===== config.mk =====
export PLATFORM = sky130hd
export DESIGN_NAME = owsrch_top
export DESIGN_NICKNAME = d
export VERILOG_FILES = /design/src/rtl/owsrch_pkg.sv /design/src/rtl/owsrch_dpath.sv /design/src/rtl/owsrch_ctrl.sv /design/src/rtl/owsrch_top.sv
export SDC_FILE = /design/constraint.sdc
export NUM_CORES = 1
export LEC_CHECK = 0
export ABC_AREA = 1
export BUFFER_PORTS_ARGS = -buffer_cell sky130_fd_sc_hd__clkbuf_2
export CORE_UTILIZATION = 48
export CTS_CLUSTER_DIAMETER = 120
export DETAILED_ROUTE_END_ITERATION = 16
export PLACE_DENSITY = 0.68
export SLEW_MARGIN = 20
export SYNTH_ARGS = -nofsm -noshare
export SYNTH_HDL_FRONTEND = slang
export SYNTH_HIERARCHICAL = 1
export SYNTH_SLANG_ARGS = --single-unit

===== constraint.sdc =====
create_clock -name clk -period 2.9 [get_ports clk]
set_clock_uncertainty 0.05 [all_clocks]
set_input_delay 0.145 -clock clk [delete_from_list [all_inputs] [get_ports clk]]
set_output_delay 0.145 -clock clk [all_outputs]
set_load 0.01 [all_outputs]

===== src/rtl/owsrch_pkg.sv =====
package owsrch_pkg;

  typedef enum logic [1:0] {
    OP_RESET = 2'd0,
    OP_WRITE = 2'd1,
    OP_READ  = 2'd2
  } slotOpE;

  // Strobes from the sequencer into the datapath, one cycle each
  typedef struct packed {
    logic startRun;   // begin a pass: index, last zero, crc, command counter
    logic clrState;   // forget enumeration state
    logic cmdAdvance; // next command bit
    logic takeId;     // capture identifier bit read
    logic takeCmp;    // capture complement bit read
    logic commit;     // store branch, update crc and discrepancy tracking
    logic finish;     // fold last zero into last discrepancy
  } strobeS;

endpackage


===== src/rtl/owsrch_dpath.sv =====
module owsrch_dpath
  import owsrch_pkg::*;
#(
  parameter int ID_BITS = 64,
  parameter int FAM_LIMIT = 8,
  parameter int CMD_BITS = 8,
  parameter logic [CMD_BITS-1:0] CMD_CODE = 8'hF0,
  parameter int CRC_W = 8,
  parameter logic [CRC_W-1:0] CRC_POLY = 8'h8C,
  localparam int IDX_W = $clog2(ID_BITS + 2),
  localparam int POS_W = $clog2(ID_BITS),
  localparam int FAM_W = $clog2(FAM_LIMIT + 1),
  localparam int CNT_W = (CMD_BITS > 1) ? $clog2(CMD_BITS) : 1
) (
  input  logic               clk,
  input  logic               rstN,
  input  strobeS             strb,
  input  logic               slotRsp,
  output logic               dirBit,
  output logic               bothOnes,
  output logic               cmdBit,
  output logic               cmdLast,
  output logic               scanDone,
  output logic               crcOk,
  output logic [ID_BITS-1:0] romId,
  output logic               lastDevice,
  output logic [FAM_W-1:0]   familyDisc
);

  localparam logic [IDX_W-1:0] IDX_FIRST = IDX_W'(1);
  localparam logic [IDX_W-1:0] IDX_END   = IDX_W'(ID_BITS + 1);
  localparam logic [IDX_W-1:0] FAM_TOP   = IDX_W'(FAM_LIMIT);
  localparam logic [CNT_W-1:0] CNT_LAST  = CNT_W'(CMD_BITS - 1);

  logic [ID_BITS-1:0] romReg;
  logic [IDX_W-1:0]   bitIdx;
  logic [IDX_W-1:0]   lastDisc;
  logic [IDX_W-1:0]   lastZero;
  logic [FAM_W-1:0]   famReg;
  logic               lastDevReg;
  logic [CRC_W-1:0]   crcReg;
  logic               idBit;
  logic               cmpBit;
  logic [CNT_W-1:0]   cmdCnt;

  logic [POS_W-1:0]   pos;
  logic               conflict;
  logic [CRC_W-1:0]   crcNext;

  assign pos      = POS_W'(bitIdx - IDX_FIRST);
  assign conflict = !idBit && !cmpBit;
  assign bothOnes = idBit && cmpBit;

  // Branch choice
  always_comb begin
    if (!conflict) begin
      dirBit = idBit;
    end else if (bitIdx == lastDisc) begin
      dirBit = 1'b1;
    end else if (bitIdx > lastDisc) begin
      dirBit = 1'b0;
    end else begin
      dirBit = romReg[pos];
    end
  end

  // Serial reflected CRC step on the chosen branch bit
  always_comb begin
    logic fb;
    fb = crcReg[0] ^ dirBit;
    crcNext = {1'b0, crcReg[CRC_W-1:1]} ^ (fb ? CRC_POLY : '0);
  end

  assign cmdBit   = CMD_CODE[cmdCnt];
  assign cmdLast  = (cmdCnt == CNT_LAST);
  assign scanDone = (bitIdx == IDX_END);
  assign crcOk    = (crcReg == '0);

  // Per-pass working registers
  always_ff @(posedge clk) begin
    if (!rstN) begin
      bitIdx   <= IDX_FIRST;
      lastZero <= '0;
      crcReg   <= '0;
      cmdCnt   <= '0;
      idBit    <= 1'b0;
      cmpBit   <= 1'b0;
    end else begin
      if (strb.startRun) begin
        bitIdx   <= IDX_FIRST;
        lastZero <= '0;
        crcReg   <= '0;
        cmdCnt   <= '0;
      end
      if (strb.cmdAdvance) cmdCnt <= cmdCnt + CNT_W'(1);
      if (strb.takeId)     idBit  <= slotRsp;
      if (strb.takeCmp)    cmpBit <= slotRsp;
      if (strb.commit) begin
        crcReg <= crcNext;
        bitIdx <= bitIdx + IDX_FIRST;
        if (conflict && !dirBit) lastZero <= bitIdx;
      end
    end
  end

  // Enumeration state kept across passes
  always_ff @(posedge clk) begin
    if (!rstN) begin
      romReg     <= '0;
      lastDisc   <= '0;
      famReg     <= '0;
      lastDevReg <= 1'b0;
    end else if (strb.clrState) begin
      romReg     <= '0;
      lastDisc   <= '0;
      famReg     <= '0;
      lastDevReg <= 1'b0;
    end else begin
      if (strb.commit) begin
        romReg[pos] <= dirBit;
        if (conflict && !dirBit && (bitIdx <= FAM_TOP)) famReg <= FAM_W'(bitIdx);
      end
      if (strb.finish) begin
        lastDisc   <= lastZero;
        lastDevReg <= (lastZero == '0);
      end
    end
  end

  assign romId      = romReg;
  assign lastDevice = lastDevReg;
  assign familyDisc = famReg;

  // a clear leaves every piece of enumeration state at zero
  p_clear_zeroes_r10: assert property (@(posedge clk) disable iff (!rstN)
    strb.clrState |=> (romReg == '0 && lastDisc == '0 && famReg == '0 && !lastDevReg));

  // family index never exceeds the family limit
  p_fam_bound_r6: assert property (@(posedge clk) disable iff (!rstN)
    famReg <= FAM_W'(FAM_LIMIT));

  // index stays within 1..ID_BITS+1
  p_idx_range_r3: assert property (@(posedge clk) disable iff (!rstN)
    (bitIdx >= IDX_FIRST) && (bitIdx <= IDX_END));

  // the last-device flag rises only with an empty last discrepancy
  p_lastdev_r8: assert property (@(posedge clk) disable iff (!rstN)
    $rose(lastDevReg) |-> (lastDisc == '0));

  // a committed branch lands at its index
  p_commit_store_r7: assert property (@(posedge clk) disable iff (!rstN)
    (strb.commit && !strb.clrState) |=> (romReg[$past(pos)] == $past(dirBit)));

endmodule


===== src/rtl/owsrch_ctrl.sv =====
module owsrch_ctrl
  import owsrch_pkg::*;
(
  input  logic   clk,
  input  logic   rstN,
  input  logic   startReq,
  input  logic   clearReq,
  input  logic   slotDone,
  input  logic   slotRsp,
  input  logic   dirBit,
  input  logic   bothOnes,
  input  logic   cmdBit,
  input  logic   cmdLast,
  input  logic   scanDone,
  input  logic   crcOk,
  input  logic   lastDevice,
  output strobeS strb,
  output logic   slotReq,
  output slotOpE slotOp,
  output logic   slotBit,
  output logic   busy,
  output logic   doneStrobe,
  output logic   found
);

  typedef enum logic [3:0] {
    C_IDLE, C_RST_REQ, C_RST_WAIT, C_CMD_REQ, C_CMD_WAIT,
    C_RDA_REQ, C_RDA_WAIT, C_RDB_REQ, C_RDB_WAIT,
    C_CHOOSE, C_WR_REQ, C_WR_WAIT, C_CHECK
  } ctlStateE;

  ctlStateE state, nxt;
  logic     endOk, endFail;

  always_comb begin
    nxt     = state;
    strb    = '0;
    slotReq = 1'b0;
    slotOp  = OP_READ;
    slotBit = 1'b1;
    endOk   = 1'b0;
    endFail = 1'b0;
    unique case (state)
      C_IDLE: begin
        if (startReq) begin
          strb.startRun = 1'b1;
          nxt = C_RST_REQ;
        end else if (clearReq) begin
          strb.clrState = 1'b1;
        end
      end
      C_RST_REQ: begin
        slotReq = 1'b1;
        slotOp  = OP_RESET;
        nxt     = C_RST_WAIT;
      end
      C_RST_WAIT: begin
        if (slotDone) begin
          if (!slotRsp || lastDevice) begin
            strb.clrState = 1'b1;
            endFail = 1'b1;
            nxt = C_IDLE;
          end else begin
            nxt = C_CMD_REQ;
          end
        end
      end
      C_CMD_REQ: begin
        slotReq = 1'b1;
        slotOp  = OP_WRITE;
        slotBit = cmdBit;
        nxt     = C_CMD_WAIT;
      end
      C_CMD_WAIT: begin
        if (slotDone) begin
          if (cmdLast) begin
            nxt = C_RDA_REQ;
          end else begin
            strb.cmdAdvance = 1'b1;
            nxt = C_CMD_REQ;
          end
        end
      end
      C_RDA_REQ: begin
        slotReq = 1'b1;
        nxt     = C_RDA_WAIT;
      end
      C_RDA_WAIT: begin
        if (slotDone) begin
          strb.takeId = 1'b1;
          nxt = C_RDB_REQ;
        end
      end
      C_RDB_REQ: begin
        slotReq = 1'b1;
        nxt     = C_RDB_WAIT;
      end
      C_RDB_WAIT: begin
        if (slotDone) begin
          strb.takeCmp = 1'b1;
          nxt = C_CHOOSE;
        end
      end
      C_CHOOSE: begin
        if (bothOnes) begin
          strb.clrState = 1'b1;
          endFail = 1'b1;
          nxt = C_IDLE;
        end else begin
          nxt = C_WR_REQ;
        end
      end
      C_WR_REQ: begin
        slotReq     = 1'b1;
        slotOp      = OP_WRITE;
        slotBit     = dirBit;
        strb.commit = 1'b1;
        nxt         = C_WR_WAIT;
      end
      C_WR_WAIT: begin
        if (slotDone) nxt = scanDone ? C_CHECK : C_RDA_REQ;
      end
      C_CHECK: begin
        if (crcOk) begin
          strb.finish = 1'b1;
          endOk = 1'b1;
        end else begin
          strb.clrState = 1'b1;
          endFail = 1'b1;
        end
        nxt = C_IDLE;
      end
      default: nxt = C_IDLE;
    endcase
  end

  always_ff @(posedge clk) begin
    if (!rstN) begin
      state      <= C_IDLE;
      doneStrobe <= 1'b0;
      found      <= 1'b0;
    end else begin
      state      <= nxt;
      doneStrobe <= endOk || endFail;
      if (endOk)        found <= 1'b1;
      else if (endFail) found <= 1'b0;
    end
  end

  assign busy = (state != C_IDLE);

  // requests are single-cycle pulses
  p_req_pulse_r11: assert property (@(posedge clk) disable iff (!rstN)
    slotReq |=> !slotReq);

  // completion is a single-cycle pulse
  p_done_pulse_r11: assert property (@(posedge clk) disable iff (!rstN)
    doneStrobe |=> !doneStrobe);

  // a reported find always carries a zero CRC residue
  p_found_crc_r9: assert property (@(posedge clk) disable iff (!rstN)
    (doneStrobe && found) |-> crcOk);

  // no request goes out while a pass is idle
  p_idle_quiet_r11: assert property (@(posedge clk) disable iff (!rstN)
    !busy |-> !slotReq);

endmodule


===== src/rtl/owsrch_top.sv =====
module owsrch_top
  import owsrch_pkg::*;
#(
  parameter int ID_BITS = 64,
  parameter int FAM_LIMIT = 8
) (
  input  logic                             clk,
  input  logic                             rstN,
  input  logic                             startReq,
  input  logic                             clearReq,
  output logic                             slotReq,
  output logic [1:0]                       slotOp,
  output logic                             slotBit,
  input  logic                             slotDone,
  input  logic                             slotRsp,
  output logic                             busy,
  output logic                             doneStrobe,
  output logic                             found,
  output logic [ID_BITS-1:0]               romId,
  output logic                             lastDevice,
  output logic [$clog2(FAM_LIMIT+1)-1:0]   familyDisc
);

  strobeS strb;
  slotOpE opInt;
  logic   dirBit, bothOnes, cmdBit, cmdLast, scanDone, crcOk;

  owsrch_ctrl ctrl_i (
    .clk        (clk),
    .rstN       (rstN),
    .startReq   (startReq),
    .clearReq   (clearReq),
    .slotDone   (slotDone),
    .slotRsp    (slotRsp),
    .dirBit     (dirBit),
    .bothOnes   (bothOnes),
    .cmdBit     (cmdBit),
    .cmdLast    (cmdLast),
    .scanDone   (scanDone),
    .crcOk      (crcOk),
    .lastDevice (lastDevice),
    .strb       (strb),
    .slotReq    (slotReq),
    .slotOp     (opInt),
    .slotBit    (slotBit),
    .busy       (busy),
    .doneStrobe (doneStrobe),
    .found      (found)
  );

  owsrch_dpath #(
    .ID_BITS   (ID_BITS),
    .FAM_LIMIT (FAM_LIMIT)
  ) dpath_i (
    .clk        (clk),
    .rstN       (rstN),
    .strb       (strb),
    .slotRsp    (slotRsp),
    .dirBit     (dirBit),
    .bothOnes   (bothOnes),
    .cmdBit     (cmdBit),
    .cmdLast    (cmdLast),
    .scanDone   (scanDone),
    .crcOk      (crcOk),
    .romId      (romId),
    .lastDevice (lastDevice),
    .familyDisc (familyDisc)
  );

  assign slotOp = opInt;

endmodule


==> metrics.txt <==
outcome=finished, final reports clean; post-route clock period utilization=94.0%; H-tree depth=3; critical path arrival=2.53 ns; clock sink count=110; fraction of layout cells with a size suffix above 1=15.4%; DR iter-0 viols=383; Final Cell Area=7110 um2; Mapped Area=6150 um2; hpwl dp=11200 um; Global Route Usage Sum=25.3%; Synth area leaders=dfxtp_1, nand2_1, inv_1; Clock transition at path regs=0.07 ns; slowest CP cell=ha_2; area grow syn2layout=15.6%; RePlAce Congestion=0.901; CP Capture Type=primary output; Pwr Density=546 nW/um2; Cell Count, Final, Fillers Out=1238; TritonCTS buffer count=9; vias per inst=4.91; # port buffers=81; commonest non-fill, non-tap cell in the layout=nand2_1; DRT Pass-1 Iters=5; Row Count=40; WHS=0.0216 ns; Max Root-Sink Buffers=2; Slew headroom=63.6%; sequential-to-total area share from yosys stat=35.8%; Worst Path Required=2.71 ns; Die W=115 um; final hold violation count=0; worst-skew pair later-pin latency=0.36 ns; slowest cell delay on critical path=0.37 ns; largest net degree at the start of global routing=65; FF+latch count, synth=110; Syn Nets=997; initial antenna violation count=0; share of the synthesized area in the top cell type=35.8%; MaxCap Viol Count=0; number of global-route vias before repair=5476; count of cell types in the netlist=34; Slew @ Worst Pin=0.544 ns; Hold WC Path Type=in2reg; Initial Util=50.2%; endpoints failing setup=0; n_diodes=0; grt ovf=0; VDD IR max=0.346 mV; # hold bufs at CTS=0; leak pwr=3.62 nW; Final Max Slew Viols=0; synthesized instance count=978; drt wl/cell=12.9 um; core area=12300 um2; residual DRC count=0; Avg Inst Size Synth=6.29 um2; Period minus WS final=2.73 ns; crit path launch type=register; Area after DPL=6810 um2; Routed Antenna Nets=0; Total Wirelength=15900 um; Final #Nets=1084; CTS tree=yes; global-route wire length before repair=26400 um; highest-count cells in the layout ignoring fill and taps=nand2_1, inv_1, dfxtp_1, a21oi_1, clkbuf_2; top-level I/O count=82; Synthesis Warnings=6; Yosys top cell by area=dfxtp_1; worst path cell trace=inv_2, ha_2, buf_4, nand3_1, nand2_1, nand2_1, nand3_1, nand3_1, nand2_1, nand2_1, nand2_1, nand2_2, nand2_4, nand2_4, nand2_1, nand3_1, clkbuf_2; critical path class=reg2out; clock root buffer=clkbuf_16; FMAX=367 MHz; Cell Count Post-Placement=1222; vias after detailed routing=6076; Top cell by count, worst path=nand2_1; CP max FO=10; die area=13300 um2; Die Y=115 um
[logic make-up after synthesis]
logic type	synth area share, %
flops	35.8
compound gates	17.3
xor+xnor	0.265
simple gates	29.3
buf+inv	14.8
fa+ha+maj	2.64
[metrics by stage]
| stage | TNS, ns | setup WS [ns] | util (%) | total power [mW] |
|---|---|---|---|---|
| global route | -0.00125 | -0.00125 | 58.0 | 4.12 |
| floorplan | 0 | 0.250 | - | 2.44 |
| CTS | 0 | 0.0256 | 57.9 | 3.92 |
| global placement | 0 | 0.318 | 55.5 | 2.69 |
| detailed placement | 0 | 0.315 | 55.5 | 2.69 |
| finish | 0 | 0.173 | 58.0 | 3.88 |
[flip-flops by register name, indices dropped and copies added (netlist names)]
name / flops
ctrl_i/doneStrobe: 1
ctrl_i/found: 1
ctrl_i/state: 4
dpath_i/bitIdx: 7
dpath_i/cmdBit: 1
dpath_i/cmdCnt: 3
dpath_i/cmpBit: 1
dpath_i/crcReg: 8
dpath_i/familyDisc: 4
dpath_i/idBit: 1
dpath_i/lastDevice: 1
dpath_i/lastDisc: 7
dpath_i/lastZero: 7
dpath_i/romId: 64
[area by class of cell]
class	instances	area, um2
Fill cell	1284	5150
Multi-Input combinational cell	652	3050
Sequential cell	110	2210
Timing Repair Buffer	113	683
Inverter	179	677
Clock buffer	12	236
Tap cell	168	210
Clock inverter	4	47.5
[path summary, 6_finish.rpt]
path                     start  cells after the start  slack [ns]                 to
max reg2reg  dpath_i/crcReg[0]                     13        0.33   dpath_i/romId[0]
min                    slotRsp                      3        0.02      dpath_i/idBit
max          dpath_i/bitIdx[0]                     17        0.17            slotBit
min reg2reg  dpath_i/crcReg[1]                      2        0.42  dpath_i/crcReg[0]
[layer usage]
metal	global-route usage (%)	up-vias	wire length, um
li1	-	3221	-
met1	33.3	2691	7550
met2	41.3	139	7300
met3	5.48	25	724
met4	8.31	0	337
met5	0	-	0
[synthesized netlist by cell type]
| master | n |
|---|---|
| clkbuf_1 | 14 |
| o21bai_1 | 1 |
| nor3b_1 | 1 |
| inv_1 | 165 |
| o21ai_2 | 1 |
| buf_4 | 4 |
| o31ai_1 | 1 |
| a21oi_1 | 107 |
| nand2_4 | 3 |
| nand2_1 | 264 |
| nand3_1 | 48 |
| xor2_2 | 1 |
| nand3b_1 | 1 |
| nor2_1 | 77 |
| o211a_1 | 1 |
| clkinv_1 | 1 |
| nand4_1 | 4 |
| or4_1 | 1 |
| inv_2 | 12 |
| inv_4 | 1 |
| nor2b_1 | 1 |
| buf_6 | 9 |
| dfxtp_1 | 110 |
| nand4_4 | 1 |
| ha_1 | 13 |
| o21ai_0 | 56 |
| nor2_4 | 2 |
| nor4_1 | 2 |
| a21boi_0 | 1 |
| buf_2 | 10 |
| nor2_2 | 6 |
| nor3_1 | 12 |
| nand2_2 | 6 |
| o21ai_1 | 41 |
[report_power, final]
group          internal, mW  total (mW)  switching, mW
registers              1.56        1.61         0.0468
logic                 0.334        1.06          0.727
clock network         0.668        1.22          0.549
[critical path: cells and delay by family (launching register included)]
kind | cells | cell delay (ns)
buffers and inverters | 3 | 0.41
adders and majority gates | 1 | 0.37
DFF | 1 | 0.36
and+or+nand+nor | 13 | 1.02
[what timing repair did]
action	CTS	global route
resized for setup	0	8
endpoints found under the setup margin	0	25
buffers inserted	0	0
No activity file was read; power rests on OpenSTA's default activity.
